--- config.mk ---
export PLATFORM = sky130hd
export DESIGN_NAME = vram_view_xlate
export DESIGN_NICKNAME = d
export VERILOG_FILES = /design/src/rtl/vxl_pkg.sv /design/src/rtl/vxl_map.sv /design/src/rtl/vxl_gather.sv /design/src/rtl/vram_view_xlate.sv
export SDC_FILE = /design/constraint.sdc
export NUM_CORES = 1
export LEC_CHECK = 0
export CAP_MARGIN = 10
export CORE_ASPECT_RATIO = 1.25
export CORE_MARGIN = 4
export CORE_UTILIZATION = 54
export DETAILED_ROUTE_END_ITERATION = 10
export GPL_TIMING_DRIVEN = 0
export MAX_ROUTING_LAYER = met4
export PLACE_DENSITY = 0.87
export SLEW_MARGIN = 20
export SYNTH_ARGS = -nofsm -noshare
export SYNTH_HDL_FRONTEND = slang
export SYNTH_HIERARCHICAL = 1
export SYNTH_SLANG_ARGS = --single-unit
--- constraint.sdc ---
create_clock -name clk -period 13.3 [get_ports clk]
set_input_delay 1.995 -clock clk [delete_from_list [all_inputs] [get_ports clk]]
set_output_delay 1.995 -clock clk [all_outputs]
set_load 0.02 [all_outputs]
--- src/rtl/vxl_pkg.sv ---
package vxl_pkg;

    typedef enum logic [1:0] {
        SZ_BYTE = 2'd0,
        SZ_HALF = 2'd1,
        SZ_WORD = 2'd2,
        SZ_WIDE = 2'd3
    } xfer_size_e;

    typedef enum logic [1:0] {
        VW_PACKED = 2'd0,
        VW_XSAFE  = 2'd1,
        VW_PAIR   = 2'd2,
        VW_CHAN   = 2'd3
    } view_e;

    typedef enum logic [1:0] {
        ST_IDLE  = 2'd0,
        ST_ISSUE = 2'd1,
        ST_DONE  = 2'd2
    } xl_state_e;

    localparam int APER_W = 26;

    function automatic logic [2:0] lane_count(xfer_size_e sz);
        unique case (sz)
            SZ_BYTE: return 3'd1;
            SZ_HALF: return 3'd2;
            default: return 3'd4;
        endcase
    endfunction

endpackage

--- src/rtl/vxl_map.sv ---
module vxl_map
    import vxl_pkg::*;
#(
    parameter int AW = 23
) (
    input  logic [APER_W-1:0] addr,
    input  xfer_size_e        size,
    input  logic [1:0]        lane,
    output view_e             view,
    output logic [AW-1:0]     off
);
    logic [APER_W-1:0] eff;
    logic [AW-1:0]     raw;
    logic [AW-1:0]     step;

    always_comb begin
        view = view_e'(addr[25:24]);
        // halfword lanes map addr and addr+1 independently
        eff  = (size == SZ_HALF) ? addr + APER_W'(lane) : addr;
        unique case (view)
            VW_PAIR: raw = {eff[AW-2:0], 1'b0} + AW'(eff[23]);
            VW_CHAN: raw = {eff[AW-3:0], 2'b00} + AW'(eff[23:22]);
            default: raw = eff[AW-1:0];
        endcase
        step = '0;
        if (size == SZ_WORD || size == SZ_WIDE) begin
            unique case (view)
                VW_PAIR: step = AW'({lane, 1'b0});
                VW_CHAN: step = AW'({lane, 2'b00});
                default: step = AW'(lane);
            endcase
        end
        off = raw + step;
    end
endmodule

--- src/rtl/vxl_gather.sv ---
module vxl_gather (
    input  logic        clk,
    input  logic        rst_n,
    input  logic        clr,
    input  logic        shift,
    input  logic [7:0]  byte_in,
    output logic [31:0] word_out
);
    logic [23:0] acc_q;

    always_ff @(posedge clk) begin
        if (!rst_n || clr) acc_q <= '0;
        else if (shift)    acc_q <= {acc_q[15:0], byte_in};
    end

    assign word_out = {acc_q, byte_in};
endmodule

--- src/rtl/vram_view_xlate.sv ---
module vram_view_xlate
    import vxl_pkg::*;
#(
    parameter int MEM_BYTES = 8388608,
    localparam int AW = $clog2(MEM_BYTES)
) (
    input  logic          clk,
    input  logic          rst_n,
    input  logic          req_valid,
    output logic          req_ready,
    input  logic          req_write,
    input  logic [1:0]    req_size,
    input  logic [25:0]   req_addr,
    input  logic [31:0]   req_wdata,
    output logic          rsp_valid,
    output logic [31:0]   rsp_rdata,
    output logic          wr_pulse,
    output logic          mem_en,
    output logic          mem_we,
    output logic [AW-1:0] mem_addr,
    output logic [7:0]    mem_wdata,
    input  logic [7:0]    mem_rdata
);
    xl_state_e         state_q, state_d;
    logic [1:0]        lane_q;
    logic [APER_W-1:0] addr_q;
    xfer_size_e        size_q;
    logic              wr_q;
    logic [31:0]       wdata_q;
    logic              anywr_q;
    logic [2:0]        nlanes;
    logic              last_lane;
    logic              accept;
    logic              blocked;
    logic [2:0]        byte_idx;
    logic [31:0]       gathered;
    view_e             view;
    logic [AW-1:0]     off;

    assign nlanes    = lane_count(size_q);
    assign last_lane = ({1'b0, lane_q} == nlanes - 3'd1);
    assign accept    = req_valid && req_ready;

    vxl_map #(.AW(AW)) map_i (
        .addr (addr_q),
        .size (size_q),
        .lane (lane_q),
        .view (view),
        .off  (off)
    );

    vxl_gather gather_i (
        .clk      (clk),
        .rst_n    (rst_n),
        .clr      (accept),
        .shift    (state_q == ST_ISSUE && lane_q != 2'd0 && !wr_q),
        .byte_in  (mem_rdata),
        .word_out (gathered)
    );

    // state register
    always_ff @(posedge clk) begin
        if (!rst_n) state_q <= ST_IDLE;
        else        state_q <= state_d;
    end

    // transitions: ACCEPT, STEP, FINISH, RETIRE
    always_comb begin
        state_d = state_q;
        unique case (state_q)
            ST_IDLE:  if (accept) state_d = ST_ISSUE;
            ST_ISSUE: if (last_lane) state_d = ST_DONE;
            ST_DONE:  state_d = ST_IDLE;
            default:  state_d = ST_IDLE;
        endcase
    end

    // request and lane datapath
    always_ff @(posedge clk) begin
        if (!rst_n) begin
            lane_q  <= '0;
            addr_q  <= '0;
            size_q  <= SZ_BYTE;
            wr_q    <= 1'b0;
            wdata_q <= '0;
            anywr_q <= 1'b0;
        end else if (accept) begin
            lane_q  <= '0;
            addr_q  <= req_addr;
            size_q  <= xfer_size_e'(req_size);
            wr_q    <= req_write;
            wdata_q <= req_wdata;
            anywr_q <= 1'b0;
        end else if (state_q == ST_ISSUE) begin
            lane_q  <= lane_q + 2'd1;
            anywr_q <= anywr_q | mem_we;
        end
    end

    // outputs
    always_comb begin
        req_ready = 1'b0;
        rsp_valid = 1'b0;
        rsp_rdata = '0;
        wr_pulse  = 1'b0;
        mem_en    = 1'b0;
        mem_we    = 1'b0;
        blocked   = (view == VW_XSAFE) && (off[1:0] == 2'b00);
        byte_idx  = nlanes - 3'd1 - {1'b0, lane_q};
        mem_addr  = off;
        mem_wdata = 8'(wdata_q >> {byte_idx, 3'b000});
        unique case (state_q)
            ST_IDLE:  req_ready = 1'b1;
            ST_ISSUE: begin
                mem_en = 1'b1;
                mem_we = wr_q && !blocked;
            end
            ST_DONE: begin
                rsp_valid = 1'b1;
                rsp_rdata = wr_q ? 32'd0 : gathered;
                wr_pulse  = anywr_q;
            end
            default: ;
        endcase
    end

    // no byte write ever reaches an X byte through the protected window
    p_xsafe_drop_r3: assert property (@(posedge clk) disable iff (!rst_n)
        mem_we |-> !(view == VW_XSAFE && mem_addr[1:0] == 2'b00));

    // acceptance makes the block busy on the next cycle
    p_busy_after_accept_r8: assert property (@(posedge clk) disable iff (!rst_n)
        (req_valid && req_ready) |=> !req_ready);

    // memory is only touched while a request is in flight
    p_mem_when_busy_r8: assert property (@(posedge clk) disable iff (!rst_n)
        mem_en |-> !req_ready);

    // a write enable never appears without an access
    p_we_needs_en_r8: assert property (@(posedge clk) disable iff (!rst_n)
        mem_we |-> mem_en);

    // the response is a single-cycle pulse
    p_rsp_single_r9: assert property (@(posedge clk) disable iff (!rst_n)
        rsp_valid |=> !rsp_valid);

    // the write pulse only comes with the response
    p_pulse_with_rsp_r10: assert property (@(posedge clk) disable iff (!rst_n)
        wr_pulse |-> rsp_valid);

    // a write pulse follows an access that wrote memory
    p_pulse_after_we_r10: assert property (@(posedge clk) disable iff (!rst_n)
        (rsp_valid && !$past(mem_we) && !$past(anywr_q)) |-> !wr_pulse);
endmodule

# Yosys cells after proc, flatten, opt, wreduce, memory -nomap -nowiden
# Index checks and enable logic that the tools add are counted.
classes:
  addsub: 7
  n_eq_ne: 11
  n_shift: 1
  muxes: 15
  bitwise_logic: 2
  n_reduce_logical: 16
ops:
  columns: ["op", "count"]
  rows:
  - ["32-bit two-way mux", 2]
  - ["23-bit one-hot mux with 2 select lines", 1]
  - ["32-bit by 6-bit right shift with 8-bit output", 1]
  - ["24-bit by 2-bit adder with 24-bit output", 1]
  - ["24-bit two-way mux", 1]
  - ["23-bit by 1-bit adder with 23-bit output", 1]
  - ["23-bit by 2-bit adder with 23-bit output", 1]
  - ["23-bit adder", 1]
  - ["23-bit two-way mux", 1]
  - ["2-bit == test, second input constant", 5]
  - ["4-bit one-hot mux with 2 select lines", 1]
  - ["2-bit by 1-bit == test with 1-bit output, second input constant", 3]
  - ["2-bit zero test", 3]
  - ["3-bit one-hot mux with 2 select lines", 1]
  - ["1-bit logical AND", 5]
  - ["1-bit two-way mux", 5]
  - ["2-bit two-way mux", 2]
  - ["2-bit one-hot mux with 2 select lines", 1]
  - ["2-bit by 3-bit == test with 1-bit output", 1]
  - ["1-bit zero test", 3]
  - ["3-bit by 1-bit subtractor with 3-bit output, second input constant", 1]
  - ["3-bit by 2-bit subtractor with 3-bit output", 1]
  - ["2-bit by 1-bit adder with 2-bit output, second input constant", 1]
  - ["1-bit logical OR", 2]
  - ["other kinds (7)", 7]
word_totals:
  ff_bits: 90
  inputBits: 72
  output_inout_bits: 68

# Depth between registers and ports, before layout
logic_depth:
  depth_word: 11
  mapped_depth: 21
  mapped_depth_nobuf: 21

# Cells and area by module
# The synthesis kept the hierarchy.
by_module_without_submodules:
  columns: ["mod", "n_inst", "cells_each", "area_per_inst_um2"]
  rows:
  - ["vram_view_xlate", 1, 229, 2587.5]
  - ["vxl_map", 1, 290, 1894.3]
  - ["vxl_gather", 1, 87, 955.9]

# Worst setup path before layout
# No wires, ideal clock.
synth_path:
  path_kind: "register to output"
  startpoint: "register lane_q[0]"
  endpoint: "output port mem_addr[22]"
  arrival_ns: 4.340
  path_slack_ns: 6.965
  stages_incl_launch_ff: 22
  path_buffers: 0
  path_cell_list: "dfxtp_1 -> ha_1 -> fa_1 -> nand4_1 -> or4_1 -> nor3_1 -> nand3_1 -> xor2_1 -> mux2i_1 -> nor2_1 -> a21oi_1 -> ha_1 -> inv_1 -> fa_1 -> inv_1 -> a21o_1 -> a21oi_1 -> a2111oi_0 -> nand4_1 -> nor2_1 -> nand4_1 -> xnor2_1"
synth_between:
  elab_chain_len: 5
  elab_cells_between_ends: 8
  cone_classes: "add/sub: 4; mux: 4"
synth_rtl:
  columns: ["item", "line", "rtl"]
  rows:
  - ["from (decl)", "vram_view_xlate.sv:25", "logic [1:0] lane_q;"]
  - ["from (signal assigned)", "vram_view_xlate.sv:95", "lane_q <= lane_q + 2'd1;"]
  - ["24-bit by 2-bit adder with 24-bit output", "vxl_map.sv:19", "eff = (size == SZ_HALF) ? addr + APER_W'(lane) : addr;"]
  - ["24-bit two-way mux", "vxl_map.sv:19", null]
  - ["23-bit by 2-bit adder with 23-bit output / 23-bit by 1-bit adder with 23-bit output (equally long branches)", "vxl_map.sv:22, vxl_map.sv:21", null]
  - ["23-bit one-hot mux with 2 select lines", "vxl_map.sv:20", "unique case (view)"]
  - ["23-bit adder *", "vxl_map.sv:33", "off = raw + step;"]
  - ["to (decl)", "vram_view_xlate.sv:20", "output logic [AW-1:0] mem_addr,"]
# Mark *: on every way between the ends. The rest lies on a longest branch, timed or not.

# Worst setup path after layout
# Ends and elaborated chain as after synthesis.

==> metrics.txt <==
status completed; die height 120 um; Crit Path Max Fanout 7; drt first pass iters 6; clock sinks 90; max_cap viols 0; Mapped Avg Cell Area 8.97 um^2; CP Class reg2out; syn nets 689; Reg-to-Reg Start lane_q[0]; top_reg_cell synth dfxtp_1; crit path capture mem_addr[22]; reg2reg end anywr_q; max layer used met4; via count 5329; count leader, synth dfxtp_1; share of layout cells above drive strength 1 7.88%; die area 11700 um^2; Setup crit end kind output port; worst slew pin tran 635 ps; fmax 125 MHz; Post-synth EDFFs 0; PD cells 103 nW/um^2; met2 wire len 8.22 mm; met3 wire length 919 um; number of antenna diodes 0; Tot GR Track Use 28.1%; worst reg2reg setup slack 9090 ps; Hold WC Path Type reg2reg; PortBufs 139; vias in the first global route 5384; Clock Path Buffers 2; post-CTS setup repair buffer count 0; startpoint types flop; area leader, netlist dfxtp_1; Via-to-Cell Ratio 6.01; Fin Hold WS 478 ps; cell area after synthesis 5440 um^2; Post-Route WL 16.1 mm; Final #Nets 839; Clock transition at path regs 60 ps; post-synthesis cell type count 77; Std-Cell Rows 40; Starting DRT DRC Count 337; Metal-1 WL 6.52 mm; largest net degree at the start of global routing 16; initial antenna violation count 0; synthesized flop and latch total 90; peak supply drop 91.0 uV; Setup Skew 4.69 ps; GRT overflow 0; synthesized netlist cell count 606; CP Data Arrival Time 6040 ps; Max H-tree Level 3; Seq. cell area 1800 um^2; Slew HR 57.7%; period utilization 60.4%; sequential area share after synthesis 33.1%; DP HPWL 12.7 mm; Pwr Total 0.753 mW; CTS root buffer clkbuf_16; Period minus WS final 8030 ps; Synth warnings 6; Syn-to-layout area delta 33.8%; DP Area 6990 um^2; leakage 2.74 nW; CTS resizes 0; Final Cell Area 7280 um^2; Initial Utilization 56.0%; DRC viols 0; Crit. Startpoint lane_q[0]; fill cell total of the finished layout 733; global-route wire length before repair 26.4 mm; wire per inst 18.2 um; CTS Buf Count 9; synth top area cells dfxtp_1 (33%), a22o_1 (9.7%), mux2i_1 (5.9%), and2_1 (4.4%), nor2_1 (3.7%); Final ANT Viol Nets 0; data required time of the worst path 11310 ps; Setup-failing EPs final 0; area of the multi-input gates 3280 um^2; setup_tns 0 ps; gp weighted congestion 0.929; worst-skew pair later-pin latency 340 ps; RSZ-0062 raised after global routing no; hold buffer count at cts 0; final slew viol count 0; asr flop ratio synth 0%; Synth top area share 33.1%; final hold vios 0; I/O pin count 140; CTS tree built; Post-synth top cells dfxtp_1 (90), a22o_1 (60), nor2_1 (53); Core ar. 9710 um^2; Worst R2R Path Depth 17; die width 97.8 um
worst min-delay path by stage:
stage,startpoint,to,cells past startpoint
after floorplan,anywr_q,anywr_q,1
after global placement,anywr_q,anywr_q,1
after detailed placement,anywr_q,anywr_q,1
after CTS,wdata_q[10],wdata_q[10],1
after global routing,addr_q[4],addr_q[4],1
final,wdata_q[10],wdata_q[10],1
logic make-up (layout without fill, tap and decap cells):
logic type	after synthesis	in the layout	synth area share, %
compound gates	141	141	20.0
xor+xnor	33	33	5.66
fa+ha+maj	11	11	2.95
buf+inv	68	223	6.49
flops	90	90	33.1
mux	41	41	9.41
simple gates	222	222	22.3
registers in the layout, indices dropped and copies added (netlist names):
register	flops
wdata_q	32
addr_q	26
gather_i/acc_q	24
lane_q	2
size_q	2
state_q	2
anywr_q	1
wr_q	1
worst max-delay path, stage by stage, from the launching register on:
cell and delay, ps:
dfxtp_1 570, ha_1 290, fa_1 330, nand4_1 190, or4_1 500, nor3_1 200, nand3_1 120, xor2_1 190
mux2i_1 150, nor2_1 50, a21oi_1 150, ha_1 190, inv_1 60, fa_1 400, inv_1 80, a21o_1 120
a21oi_1 140, a2111oi_0 370, nand4_1 270, nor2_1 340, nand4_1 160, xnor2_1 170, clkdlybuf4s50_1 620
layout by cell type (no fill, tap or decap), types with 11 or more instances in the layout:
cell type,netlist,layout
and2_1,38,38
a22o_1,60,60
nor2_1,53,53
xnor2_1,22,22
dfxtp_1,90,90
clkdlybuf4s50_1,0,139
o21ai_0,14,14
nand4_1,11,11
nor2b_1,12,12
nand2_1,36,36
a21oi_1,16,16
clkbuf_1,26,26
inv_1,16,16
nand3_1,17,17
mux2i_1,32,32
nor3_1,11,11
cell type report:
| class | instances | share of cell area, % |
|---|---|---|
| Timing Repair Buffer | 139 | 19.1 |
| Buffer | 49 | 3.87 |
| Sequential cell | 90 | 24.8 |
| Tap cell | 126 | 2.17 |
| Clock inverter | 5 | 0.516 |
| Multi-Input combinational cell | 448 | 45.1 |
| Inverter | 19 | 0.980 |
| Clock buffer | 11 | 3.47 |
metal layers:
| metal | global-route usage (%) | up-vias |
|---|---|---|
| li1 | - | 2511 |
| met1 | 31.9 | 2545 |
| met2 | 48.6 | 226 |
| met3 | 5.77 | 47 |
| met4 | 10.9 | 0 |
| met5 | - | - |
power breakdown:
group | total, mW | internal (mW) | switching [mW] | leakage (nW)
clock | 0.245 | 0.137 | 0.108 | 0.138
combinational | 0.202 | 0.0993 | 0.103 | 1.87
sequential | 0.306 | 0.287 | 0.0189 | 0.735
total | 0.753 | 0.523 | 0.229 | 2.74
through the flow:
| stage | util [%] | setup WS (ps) | instances |
|---|---|---|---|
| after global placement | 72.0 | 5840 | 871 |
| after CTS | 74.9 | 5300 | 887 |
| final | 74.9 | 5270 | 887 |
| after global routing | 74.9 | 4830 | 887 |
| after detailed placement | 72.0 | 5700 | 871 |
| after floorplan | - | 6960 | 606 |
No activity file was read; power rests on OpenSTA's default activity.
